==> config.mk <==
export PLATFORM = sky130hd
export DESIGN_NAME = fsync_gen
export DESIGN_NICKNAME = d
export VERILOG_FILES = /design/src/rtl/fsg_pkg.sv /design/src/rtl/fsg_shadow.sv /design/src/rtl/fsg_bitclk.sv /design/src/rtl/fsg_framer.sv /design/src/rtl/fsync_gen.sv
export SDC_FILE = /design/constraint.sdc
export NUM_CORES = 1
export LEC_CHECK = 0
export BUFFER_PORTS_ARGS = -buffer_cell sky130_fd_sc_hd__buf_2
export CAP_MARGIN = 10
export CORE_MARGIN = 2
export CORE_UTILIZATION = 40
export CTS_BUF_LIST = sky130_fd_sc_hd__clkbuf_4
export DETAILED_ROUTE_END_ITERATION = 6
export PLACE_DENSITY = 0.57
export SYNTH_ARGS = -nofsm -noshare
export SYNTH_HDL_FRONTEND = slang
export SYNTH_SLANG_ARGS = --single-unit
==> constraint.sdc <==
create_clock -name clk -period 3.2 [get_ports clk]
set_clock_uncertainty 0.2 [all_clocks]
set_input_delay 0.32 -clock clk [delete_from_list [all_inputs] [get_ports clk]]
set_output_delay 0.32 -clock clk [all_outputs]
set_load 0.02 [all_outputs]
==> src/rtl/fsg_pkg.sv <==
package fsg_pkg;

   typedef enum logic {
      FSG_IDLE = 1'b0,
      FSG_RUN  = 1'b1
   } fsg_state_e;

   // Map an internal "asserted" flag onto the pin level for the given polarity.
   function automatic logic fsg_level(input logic asserted, input logic active_high);
      return active_high ? asserted : ~asserted;
   endfunction

endpackage

==> src/rtl/fsg_shadow.sv <==
module fsg_shadow #(
   parameter int DIV_W = 8,
   parameter int CNT_W = 10
) (
   input  logic             clk,
   input  logic             rst_n,
   input  logic             load,
   input  logic [DIV_W-1:0] cfg_clk_div,
   input  logic [CNT_W-1:0] cfg_frame_len,
   input  logic [CNT_W-1:0] cfg_sync_len,
   input  logic             cfg_active_high,
   output logic [DIV_W-1:0] act_div,
   output logic [CNT_W-1:0] act_len,
   output logic [CNT_W-1:0] act_wid,
   output logic             act_pol
);

   always_ff @(posedge clk) begin
      if (!rst_n) begin
         act_div <= '0;
         act_len <= '0;
         act_wid <= '0;
         act_pol <= 1'b1;
      end else if (load) begin
         act_div <= cfg_clk_div;
         act_len <= cfg_frame_len;
         act_wid <= cfg_sync_len;
         act_pol <= cfg_active_high;
      end
   end

   // working settings move only when a reload is requested
   a_r10_settings_hold: assert property (@(posedge clk) disable iff (!rst_n)
      !load |=> ($stable(act_len) && $stable(act_wid) && $stable(act_div) && $stable(act_pol)));

endmodule

==> src/rtl/fsg_bitclk.sv <==
module fsg_bitclk #(
   parameter int DIV_W     = 8,
   parameter bit TICK_RISE = 1'b1
) (
   input  logic             clk,
   input  logic             rst_n,
   input  logic [DIV_W-1:0] act_div,
   output logic             bclk,
   output logic             bclk_tick,
   output logic             tick_next
);

   logic [DIV_W-1:0] phase_cnt;
   logic             phase_done;

   assign phase_done = (phase_cnt >= act_div);

   always_ff @(posedge clk) begin
      if (!rst_n) begin
         phase_cnt <= '0;
         bclk      <= 1'b0;
      end else if (phase_done) begin
         phase_cnt <= '0;
         bclk      <= ~bclk;
      end else begin
         phase_cnt <= phase_cnt + 1'b1;
      end
   end

   generate
      if (TICK_RISE) begin : g_rise
         assign tick_next = phase_done & ~bclk;
         // tick marks a rising bit-clock edge
         a_r2_tick_on_rise: assert property (@(posedge clk) disable iff (!rst_n)
            bclk_tick |-> (bclk && !$past(bclk)));
      end else begin : g_fall
         assign tick_next = phase_done & bclk;
         a_r2_tick_on_fall: assert property (@(posedge clk) disable iff (!rst_n)
            bclk_tick |-> (!bclk && $past(bclk)));
      end
   endgenerate

   always_ff @(posedge clk) begin
      if (!rst_n) bclk_tick <= 1'b0;
      else        bclk_tick <= tick_next;
   end

endmodule

==> src/rtl/fsg_framer.sv <==
module fsg_framer
   import fsg_pkg::*;
#(
   parameter int CNT_W = 10
) (
   input  logic             clk,
   input  logic             rst_n,
   input  logic             tick_next,
   input  logic             free_run,
   input  logic             pending,
   input  logic [CNT_W-1:0] act_len,
   input  logic [CNT_W-1:0] act_wid,
   input  logic             act_pol,
   output logic             running,
   output logic             load,
   output logic             frame_start,
   output logic             fsync
);

   fsg_state_e       state;
   logic [CNT_W-1:0] pos;
   logic             want_frame;
   logic             at_end;
   logic             open_now;
   logic             close_now;
   logic             asserted;

   assign running    = (state == FSG_RUN);
   assign want_frame = free_run | pending;
   assign at_end     = running & (pos >= act_len);
   assign open_now   = tick_next & want_frame & (~running | at_end);
   assign close_now  = tick_next & ~want_frame & at_end;
   assign load       = ~running | open_now;

   always_ff @(posedge clk) begin
      if (!rst_n) begin
         state       <= FSG_IDLE;
         pos         <= '0;
         frame_start <= 1'b0;
      end else begin
         frame_start <= open_now;
         if (open_now) begin
            state <= FSG_RUN;
            pos   <= '0;
         end else if (close_now) begin
            state <= FSG_IDLE;
            pos   <= '0;
         end else if (tick_next && running) begin
            pos <= pos + 1'b1;
         end
      end
   end

   // Width at or beyond the frame length keeps the sync asserted all frame.
   assign asserted = running & (pos <= act_wid);
   assign fsync    = fsg_level(asserted, act_pol);

   // position never runs past the frame length
   a_r3_pos_in_frame: assert property (@(posedge clk) disable iff (!rst_n)
      running |-> (pos <= act_len));
   // a frame opens with the sync asserted
   a_r4_open_asserted: assert property (@(posedge clk) disable iff (!rst_n)
      frame_start |-> (running && fsync == act_pol));

endmodule

==> src/rtl/fsync_gen.sv <==
module fsync_gen #(
   parameter int DIV_W     = 8,
   parameter int CNT_W     = 10,
   parameter bit TICK_RISE = 1'b1
) (
   input  logic             clk,
   input  logic             rst_n,
   input  logic [DIV_W-1:0] cfg_clk_div,
   input  logic [CNT_W-1:0] cfg_frame_len,
   input  logic [CNT_W-1:0] cfg_sync_len,
   input  logic             cfg_active_high,
   input  logic             cfg_free_run,
   input  logic             tx_pending,
   output logic             bclk,
   output logic             bclk_tick,
   output logic             fsync,
   output logic             frame_start
);

   generate
      if (DIV_W < 1 || DIV_W > 16) begin : g_bad_div
         $error("fsync_gen: DIV_W must be 1..16");
      end
      if (CNT_W < 2 || CNT_W > 16) begin : g_bad_cnt
         $error("fsync_gen: CNT_W must be 2..16");
      end
   endgenerate

   logic [DIV_W-1:0] act_div;
   logic [CNT_W-1:0] act_len;
   logic [CNT_W-1:0] act_wid;
   logic             act_pol;
   logic             tick_next;
   logic             running;
   logic             load;

   fsg_shadow #(.DIV_W(DIV_W), .CNT_W(CNT_W)) u_shadow (
      .clk             (clk),
      .rst_n           (rst_n),
      .load            (load),
      .cfg_clk_div     (cfg_clk_div),
      .cfg_frame_len   (cfg_frame_len),
      .cfg_sync_len    (cfg_sync_len),
      .cfg_active_high (cfg_active_high),
      .act_div         (act_div),
      .act_len         (act_len),
      .act_wid         (act_wid),
      .act_pol         (act_pol)
   );

   fsg_bitclk #(.DIV_W(DIV_W), .TICK_RISE(TICK_RISE)) u_bitclk (
      .clk       (clk),
      .rst_n     (rst_n),
      .act_div   (act_div),
      .bclk      (bclk),
      .bclk_tick (bclk_tick),
      .tick_next (tick_next)
   );

   fsg_framer #(.CNT_W(CNT_W)) u_framer (
      .clk         (clk),
      .rst_n       (rst_n),
      .tick_next   (tick_next),
      .free_run    (cfg_free_run),
      .pending     (tx_pending),
      .act_len     (act_len),
      .act_wid     (act_wid),
      .act_pol     (act_pol),
      .running     (running),
      .load        (load),
      .frame_start (frame_start),
      .fsync       (fsync)
   );

   // frame start lands on a bit-clock tick
   a_r12_start_on_tick: assert property (@(posedge clk) disable iff (!rst_n)
      frame_start |-> bclk_tick);
   // single-cycle pulse
   a_r12_start_single: assert property (@(posedge clk) disable iff (!rst_n)
      frame_start |=> !frame_start);
   // no sync while idle
   a_r7_idle_deasserted: assert property (@(posedge clk) disable iff (!rst_n)
      !running |-> (fsync != act_pol));

endmodule

## Word-level counts from Yosys, hierarchy flattened

Cells that the tools add are included.

- Logic and storage cells: 37
- Register bits after elaboration: 51

- Reduce and logical (&&, ||, !) cells: 4
- Bitwise operators: 15
- Mux-type cells: 3
- $lt $le $gt $ge: 3
- Add/sub/neg operators: 2

Operators with widths:

| cell | number |
|---|---|
| adder 10 x 1 -> 10 bit, second input constant | 1 |
| >= comparator 10 bit | 1 |
| less-or-equal comparator 10 bit | 1 |
| adder 8 x 1 -> 8 bit, second input constant | 1 |
| >= comparator 8 bit | 1 |
| bitwise AND 1 bit | 7 |
| NOT 1 bit | 5 |
| 2-to-1 mux 1 bit | 3 |
| bitwise OR 1 bit | 3 |
| OR reduction 3 bit | 1 |
| nonzero test 2 bit | 1 |
| OR reduction 2 bit | 1 |
| logical AND 1 bit | 1 |

## Longest topological paths before layout

Gate-level depths: netlist of the first run.

- Word-level depth: 6
- Depth in mapped cells: 10
- Depth with buffers taken out: 8

## Hierarchy

From an unflattened synthesis of the first run, not the netlist that was laid out.

- Cell total of the unflattened synthesis: 301
- Area total of the unflattened synthesis: 2862.7 um^2

Modules (own cells, without submodules):

| module | area an instance (um^2) | cells an instance | sequential area each (um^2) | instances |
|---|---|---|---|---|
| fsg_shadow | 1101.1 | 93 | 580.6 | 1 |
| fsg_framer | 1097.3 | 136 | 240.2 | 1 |
| fsg_bitclk | 664.4 | 72 | 200.2 | 1 |

## Worst setup path after synthesis of the first run

OpenSTA, ideal clock, no wires.

- Path kind: reg2reg
- Start point: register u_bitclk.phase_cnt[0]
- End point: register u_shadow.act_pol
- Path slack: 0.900 ns
- Stages on the path, launching flop included: 10
- Arrival: 1.978 ns
- Data required time: 2.878 ns
- Cells stage by stage: dfxtp_1 inv_1 ha_1 nand2b_4 a2111oi_4 o32ai_4 o211ai_2 buf_6 a21boi_1 a311o_1

- Cells in the longest elaborated chain, start to end: 5

RTL lines:

| item | line | RTL |
|---|---|---|
| start, declared | fsg_bitclk.sv:13 | `logic [DIV_W-1:0] phase_cnt;` |
| start signal, assigned | fsg_bitclk.sv:26 | `phase_cnt <= phase_cnt + 1'b1;` |
| >= comparator 8 bit | fsg_bitclk.sv:16 | `assign phase_done = (phase_cnt >= act_div);` |
| bitwise AND 1 bit | fsg_bitclk.sv:32 | `assign tick_next = phase_done & ~bclk;` |
| bitwise AND 1 bit (2 in a row) | fsg_framer.sv:31 | `assign open_now = tick_next & want_frame & (~running \| at_end);` |
| bitwise OR 1 bit | fsg_framer.sv:33 | `assign load = ~running \| open_now;` |
| end signal, assigned | fsg_shadow.sv:28 | `act_pol <= cfg_active_high;` |
| end, declared | fsg_shadow.sv:15 | `output logic act_pol` |

Every way passes these cells.
A chain may end at the register's enable or synchronous reset.

## Worst setup path in the final report of the first run

- Start point: register u_framer.pos[0]
- End point: register u_shadow.act_pol

- Cells in the longest elaborated chain, start to end: 5

RTL lines:

| item | line | RTL |
|---|---|---|
| start, declared | fsg_framer.sv:21 | `logic [CNT_W-1:0] pos;` |
| start signal, assigned | fsg_framer.sv:49 | `pos <= pos + 1'b1;` |
| >= comparator 10 bit | fsg_framer.sv:30 | `assign at_end = running & (pos >= act_len);` |
| bitwise AND 1 bit | fsg_framer.sv:30 |  |
| bitwise OR 1 bit | fsg_framer.sv:31 |  |
| bitwise AND 1 bit | fsg_framer.sv:31 |  |
| bitwise OR 1 bit | fsg_framer.sv:33 |  |

Every way passes these cells.

==> results of run 1 <==
flip-flops by register name, summed over array words and instances, names as in the netlist:
name / flops
u_bitclk.bclk_tick: 1
u_bitclk.bclk: 1
u_shadow.act_wid: 10
u_framer.running: 1
u_bitclk.phase_cnt: 8
u_shadow.act_len: 10
u_shadow.act_pol: 1
u_framer.frame_start: 1
u_shadow.act_div: 8
u_framer.pos: 10
final cells by class:
type | count | area [um^2]
clock buffers | 6 | 45.0
clock inverters | 2 | 60.1
fillers | 718 | 3900
inverters | 30 | 113
multi-input cells | 227 | 1710
flip-flops and latches | 51 | 1020
well taps | 99 | 124
repair buffers | 38 | 208
through the flow:
step           setup WS (ns)  cells  hold WS [ns]  area (um^2)
2_1_floorplan          0.900    326         0.226         2920
3_3_place_gp           0.425    445         0.252         3170
3_5_place_dp           0.381    445         0.243         3170
4_1_cts                0.357    453        0.0784         3280
5_1_grt                0.188    453        0.0919         3280
6_report               0.374    453        0.0894         3280
power groups by stage:
| stage | Combinational [uW] | Clock, uW | Sequential, uW |
|---|---|---|---|
| after floorplan | 343 | 0 | 749 |
| after global routing | 498 | 504 | 744 |
| after CTS | 447 | 476 | 736 |
| after global placement | 440 | 0 | 750 |
| final | 442 | 461 | 735 |
| after detailed placement | 445 | 0 | 751 |
per-layer routing:
| layer | share of wire (%) | GRT usage [%] |
|---|---|---|
| met1 | 48 | 19.3 |
| met3 | 3.5 | 3.42 |
| met4 | 0.85 | 3.53 |
| met5 | 0 | 0 |
| met2 | 48 | 27.1 |
path summary, 6_finish.rpt:
| kind | from | end | slack (ns) | cells past startpoint |
|---|---|---|---|---|
| worst max-delay path | u_framer.pos[0] | u_shadow.act_pol | 0.37 | 9 |
| worst min-delay path | cfg_clk_div[5] | u_shadow.act_div[5] | 0.09 | 3 |
| worst max register to register | u_framer.pos[0] | u_shadow.act_pol | 0.37 | 9 |
| worst min register to register | u_bitclk.phase_cnt[0] | u_bitclk.phase_cnt[0] | 0.27 | 1 |
worst max-delay path: stages (launching register included):
cell and delay (ns):
dfxtp_1 0.43, inv_1 0.14, ha_1 0.28, nand2b_1 0.14
a21oi_1 0.19, o2111ai_2 0.17, o211ai_4 0.51, buf_12 0.25
a21boi_1 0.09, a311o_1 0.34
cell families after synthesis:
family / Yosys count
DFF: 51
buffers and inverters: 48
xor gates and xnor gates: 17
and+or+nand+nor: 93
AOI/OAI and AO/OA: 87
adders and majority gates: 30
cells in the final DEF, fill, tap and decap left out, types with 3 or more instances in the layout:
cell	netlist	routed
dfxtp_1	51	50
o21a_1	29	29
nand4_1	11	11
xor2_1	14	14
inv_1	30	30
ha_1	30	30
nor2_1	23	23
a21boi_0	19	19
a21oi_1	11	11
buf_2	2	36
nand3_1	9	9
a21boi_1	11	11
and3_1	33	33
xnor2_1	3	3
clkbuf_4	0	6
nand2_1	9	9
o211ai_1	3	3
o21ai_0	3	3
==> metrics.txt, run 1 <==
Power Total 1640 uW; hpwl dp 4250 um; most area-consuming cells after synthesis dfxtp_1 (35%), ha_1 (13%), o21a_1 (7.4%); Netlist cell types 37; Total GRT Usage 15.5%; die area 8010 um^2; Main synth FF type dfxtp_1; max-slew violations 0; Fmax 0.354 GHz; post-DR wirelength/cell 13.0 um; XOR/XNOR Fraction of Synth Area 5.09%; # setup viols final 0; Root Driver clkbuf_4; mux share of post-synthesis cell area 0%; Synth area leader dfxtp_1; Worst Hold Class input port to flop; initial antenna violation count 0; crit path time final 2.83 ns; Detailed Route Iter0 Violations 57; io pins 37; Detailed Routing Iterations Pass 1 4; Logic pwr share 27.0%; register area share after synthesis 34.9%; Switch Pwr 503 uW; syn_area_per_cell 8.97 um^2; data required time at the worst endpoint 3.28 ns; starting density of the core 40.7%; CP Max Fanout 38; Synth Area in Compound Gates 23.2%; post-synthesis instance area 2920 um^2; row count 31; status complete, no violations; via count 2303; top-count cell post-synth dfxtp_1; Reg power frac 44.9%; cell internal pwr 1140 uW; Synth Net Count 389; post-route setup TNS 0 ns; Rel. slew slack 57.4%; synth warn 0; CTS Buffer Depth 2; post-CTS sizing 0; peak supply drop 166 uV; Worst Setup Start Kind flop; Die Y-Extent 89.5 um; flop and latch count out of synthesis 51; TritonCTS Buffers 5; leak pwr 0.00151 uW; layout cells sized above 1 15.8%; Clock Power Share 28.2%; RSZ-0062 raised after global routing no; final wirelength 5890 um; worst skew pair latency 0.37 ns; Core Area 7180 um^2; nets 416; Final Hold Fails 0; crit end category flop; maxcap violations 0; synthesized instance count 326; Routed Antenna Nets 0; Synth top area share 34.9%; ys async rst share 0%; largest net degree at the start of global routing 69; postcts setup bufs 0; vias in the first global route 2061; Hold-fix buffers, CTS 0; die width 89.5 um; CP arrival 2.91 ns; gr ovfl total 0; DRC violations left 0; synth cell count leaders dfxtp_1 (51), and3_1 (33), ha_1 (30), inv_1 (30), o21a_1 (29); simple-gate share of the synthesized area 17.0%; area grow syn2layout 12.2%; largest family of logic cells by synthesized area compound AO/OA/AOI/OAI gates; GP Congestion 0.768; first-pass GRT wire length 9630 um; clk sinks 51; H-tree lvl count 2; vias per std cell 5.08; Final Util 45.7%; # diodes 0; adder-cell area share of the yosys netlist 12.8%; Tcrit/Tclk final 88.3%; CTS tree done; Reg clk slew, reported paths 0.15 ns; Crit Path Class flop to flop; pwr dens 500 nW/um^2; Sw Ratio 30.7%; Worst-Margin Slew 0.639 ns; number of synthesized flops with an enable pin 0; PortBufs 36
Note: power is estimated with default switching activity, not from simulation.
==> run 2, diff against run 1 <==
--- a/config.mk
+++ b/config.mk
@@ -12,6 +12,7 @@
 export CTS_BUF_LIST = sky130_fd_sc_hd__clkbuf_4
 export DETAILED_ROUTE_END_ITERATION = 6
 export PLACE_DENSITY = 0.57
+export RECOVER_POWER = 100
 export SYNTH_ARGS = -nofsm -noshare
 export SYNTH_HDL_FRONTEND = slang
 export SYNTH_SLANG_ARGS = --single-unit
==> run 2 against run 1 <==
Effect of this change: clock power hardly changed; global-route usage unchanged; sequential power hardly changed; largest cell class unchanged; cell count is the same; critical endpoint unchanged; cell area shrank 0.50%.
==> metrics.txt, run 2 (same netlist as run 1, synthesis figures left out) <==
status complete, no violations; peak supply drop 165 uV; clk sinks 51; PortBufs 36; Worst-Margin Slew 0.689 ns; Reg power frac 45.2%; post-route setup TNS 0 ns; Routed Antenna Nets 0; final wirelength 5850 um; CTS tree done; R2R setup slack 0.33 ns; Clock Power Share 28.3%; largest net degree at the start of global routing 69; nets 416; pwr dens 499 nW/um^2; Core Area 7180 um^2; Logic pwr share 26.5%; Rel. slew slack 53.8%; Root Driver clkbuf_4; Setup crit end u_shadow.act_pol; CP arrival 2.95 ns; # diodes 0; HP Start cfg_clk_div[4]; GP Congestion 0.768; vias per std cell 5.04; post-DR wirelength/cell 12.9 um; Detailed Route Iter0 Violations 55; commonest non-fill, non-tap cell in the layout dfxtp_1; maxcap violations 0; Worst Hold Class input port to flop; RR Startpoint u_bitclk.phase_cnt[0]; initial antenna violation count 0; layout cells sized above 1 14.1%; via count 2283; max-slew violations 0; # setup viols final 0; gr ovfl total 0; Sw Ratio 30.7%; die width 89.5 um; most frequent cells in the layout dfxtp_1 (50), and3_1 (33), buf_2 (32); leak pwr 0.00149 uW; Power Total 1630 uW; Tcrit/Tclk final 89.7%; CTS Buffer Depth 2; die area 8010 um^2; TritonCTS Buffers 5; area grow syn2layout 11.6%; Total GRT Usage 15.5%; number of cells on the worst hold path 3; DRC violations left 0; Hold-fix buffers, CTS 0; Setup Slack @ Placement 0.381 ns; Fmax 0.348 GHz; Worst R2R End u_shadow.act_pol; Worst Setup Start Kind flop; Crit Path Class flop to flop; Worst Reg2Reg Path Length in Cells 9; crit end category flop; first-pass GRT wire length 9630 um; Detailed Routing Iterations Pass 1 4; H-tree lvl count 2; biggest registers after layout u_framer.pos (10), u_shadow.act_len (10), u_shadow.act_wid (10); vias in the first global route 2061; post-CTS sizing 0; CP Max Fanout 38; crit path time final 2.87 ns; starting density of the core 40.7%; row count 31; data required time at the worst endpoint 3.28 ns; hpwl dp 4250 um; final worst slack 0.330 ns; worst skew pair latency 0.37 ns; Final Hold Fails 0; Switch Pwr 500 uW; Die Y-Extent 89.5 um; io pins 37; CP startpoint u_bitclk.phase_cnt[0]; postcts setup bufs 0; RSZ-0062 raised after global routing no; cell internal pwr 1130 uW; Final Util 45.5%; Reg clk slew, reported paths 0.15 ns
==> run 2: routing by layer <==
metal / vias up / global-route usage (%) / part of all wire [%]
li1: 1198 / - / -
met1: 1040 / 19.3 / 47
met2: 39 / 27.1 / 48
met3: 6 / 3.42 / 3.7
met4: 0 / 3.53 / 0.72
met5: - / 0 / 0
==> run 2: worst min path at each step <==
stage | to
after floorplan | u_bitclk.phase_cnt[0]
after CTS | u_shadow.act_div[5]
final | u_shadow.act_div[4]
after global placement | u_bitclk.phase_cnt[0]
after detailed placement | u_bitclk.phase_cnt[0]
after global routing | u_shadow.act_div[5]
==> run 2: area by class of cell <==
type,instances,area [um^2]
Multi-Input combinational cell,227,1700
Sequential cell,51,1020
Clock inverter,2,60.1
Fill cell,725,3910
Inverter,30,113
Timing Repair Buffer,38,203
Tap cell,99,124
Clock buffer,6,45.0
==> run 2: through the flow <==
stage	hold WS [ns]	cells	instance area, um^2
3_5_place_dp	0.243	445	3170
2_1_floorplan	0.226	326	2920
5_1_grt	0.0918	453	3260
4_1_cts	0.0784	453	3280
6_report	0.0861	453	3260
3_3_place_gp	0.252	445	3170
==> run 2: critical path, stage by stage, from the launching register on <==
cell	delay, ns
dfxtp_1	0.40
inv_1	0.06
ha_1	0.26
nand2b_1	0.18
a2111oi_4	0.43
o32ai_4	0.24
o211ai_4	0.29
buf_12	0.25
a21boi_0	0.11
a311o_1	0.35
==> run 2: power by group through the flow <==
stage               clock network (uW)  logic (uW)  registers, uW
floorplan                            0         343            749
global placement                     0         440            750
detailed placement                   0         445            751
CTS                                476         447            736
global route                       504         489            744
finish                             460         432            736
==> run 3, diff against run 2 <==
--- a/config.mk
+++ b/config.mk
@@ -7,11 +7,13 @@
 export LEC_CHECK = 0
 export BUFFER_PORTS_ARGS = -buffer_cell sky130_fd_sc_hd__buf_2
 export CAP_MARGIN = 10
+export CELL_PAD_IN_SITES_DETAIL_PLACEMENT = 0
+export CELL_PAD_IN_SITES_GLOBAL_PLACEMENT = 1
 export CORE_MARGIN = 2
 export CORE_UTILIZATION = 40
 export CTS_BUF_LIST = sky130_fd_sc_hd__clkbuf_4
 export DETAILED_ROUTE_END_ITERATION = 6
-export PLACE_DENSITY = 0.57
+export PLACE_DENSITY = 0.71
 export RECOVER_POWER = 100
 export SYNTH_ARGS = -nofsm -noshare
 export SYNTH_HDL_FRONTEND = slang
==> run 3 against run 2 <==
Effect of this change: die area stayed put; setup slack improved by 0.048 ns; fmax grew 1.7%; cell count grew 0.66%; hold slack better by 0.0032 ns; sequential cell count stayed put; via count barely moved; wire length is 2.9% higher; global-route usage is 0.66 points higher; core utilization is 0.58 points lower; critical path type unchanged.
==> metrics.txt, run 3 (same netlist as run 1, synthesis figures left out) <==
status complete, no violations; Final Hold Fails 0; peak supply drop 160 uV; final wirelength 6020 um; leak pwr 0.00148 uW; pwr dens 474 nW/um^2; GP Congestion 0.751; Die Y-Extent 89.5 um; Reg power frac 48.2%; cell internal pwr 1030 uW; Tcrit/Tclk final 88.2%; die area 8010 um^2; Setup Slack @ Placement 0.540 ns; Hold-fix buffers, CTS 0; TritonCTS Buffers 5; Fmax 0.354 GHz; die width 89.5 um; final worst slack 0.378 ns; Sw Ratio 32.4%; Root Driver clkbuf_4; first-pass GRT wire length 9950 um; most frequent cells in the layout dfxtp_1 (50), and3_1 (33), buf_2 (32); via count 2282; Detailed Routing Iterations Pass 1 4; maxcap violations 0; post-DR wirelength/cell 13.2 um; RSZ-0062 raised after global routing no; postcts setup bufs 0; post-route setup TNS 0 ns; Final Util 44.9%; max-slew violations 0; layout cells sized above 1 14.0%; largest net degree at the start of global routing 69; commonest non-fill, non-tap cell in the layout dfxtp_1; Detailed Route Iter0 Violations 83; Final Non-Filler Cells 456; gr ovfl total 0; Filler cells 744; area grow syn2layout 10.2%; # setup viols final 0; Worst Hold Class input port to flop; H-tree lvl count 2; CTS Buffer Depth 2; CP arrival 2.86 ns; Rel. slew slack 51.2%; data required time at the worst endpoint 3.24 ns; vias per std cell 5.00; vias in the first global route 2105; CP Max Fanout 13; PortBufs 36; Total GRT Usage 16.1%; row count 31; placed cells 448; Routed Antenna Nets 0; worst skew pair latency 0.36 ns; crit end category flop; nets 419; starting density of the core 40.7%; io pins 37; post-CTS sizing 0; Crit Path Class flop to flop; Switch Pwr 494 uW; biggest registers after layout u_framer.pos (10), u_shadow.act_len (10), u_shadow.act_wid (10); Worst-Margin Slew 0.727 ns; hpwl dp 4330 um; clk sinks 51; initial antenna violation count 0; CTS tree done; Logic pwr share 27.8%; # diodes 0; Worst Setup Start Kind flop; DRC violations left 0; crit path time final 2.82 ns; Reg clk slew, reported paths 0.15 ns; Clock Power Share 24.1%; Core Area 7180 um^2
run 3: critical path, stage by stage, from the launching register on:
cell	delay [ns]
dfxtp_1	0.40
inv_1	0.06
ha_1	0.26
nand2b_1	0.14
a2111oi_4	0.09
o32ai_4	0.54
o21ai_0	0.24
o21ai_1	0.64
nor2_1	0.13
run 3: layout make-up:
| class | instances | area (um^2) | share of cell area [%] |
|---|---|---|---|
| Inverter | 30 | 113 | 3.50 |
| Tap cell | 99 | 124 | 3.84 |
| Sequential cell | 51 | 1020 | 31.7 |
| Multi-Input combinational cell | 227 | 1680 | 52.2 |
| Clock buffer | 5 | 37.5 | 1.17 |
| Timing Repair Buffer | 41 | 204 | 6.33 |
| Clock inverter | 3 | 38.8 | 1.20 |
run 3: final timing paths:
| kind | from | slack [ns] | depth (start not counted) | endpoint |
|---|---|---|---|---|
| hold reg to reg | u_bitclk.phase_cnt[0] | 0.28 | 1 | u_bitclk.phase_cnt[0] |
| hold / removal | cfg_sync_len[8] | 0.09 | 3 | u_shadow.act_wid[8] |
| setup / recovery | u_bitclk.phase_cnt[0] | 0.38 | 8 | u_framer.pos[2] |
| setup reg to reg | u_bitclk.phase_cnt[0] | 0.38 | 8 | u_framer.pos[2] |
run 3: per-stage QoR:
stage	hold slack, ns	power (uW)	cell area [um^2]
2_1_floorplan	0.226	1090	2920
3_3_place_gp	0.240	1190	3180
3_5_place_dp	0.250	1200	3180
4_1_cts	0.0729	1570	3260
5_1_grt	0.0794	1640	3220
6_report	0.0893	1530	3220
run 3: power groups by stage:
stage / clock (uW) / sequential [uW] / combinational, uW
floorplan: 0 / 749 / 343
global placement: 0 / 748 / 444
detailed placement: 0 / 750 / 451
CTS: 386 / 736 / 453
global route: 413 / 744 / 483
finish: 367 / 735 / 424
run 3: routing by layer:
metal  vias to the layer above  track usage [%]  part of all wire (%)
met5                         -                0                     0
met4                         0             4.61                   1.7
met3                         8             3.23                   3.0
met2                        26             26.4                    45
met1                      1045             21.5                    50
li1                       1203                -                     -
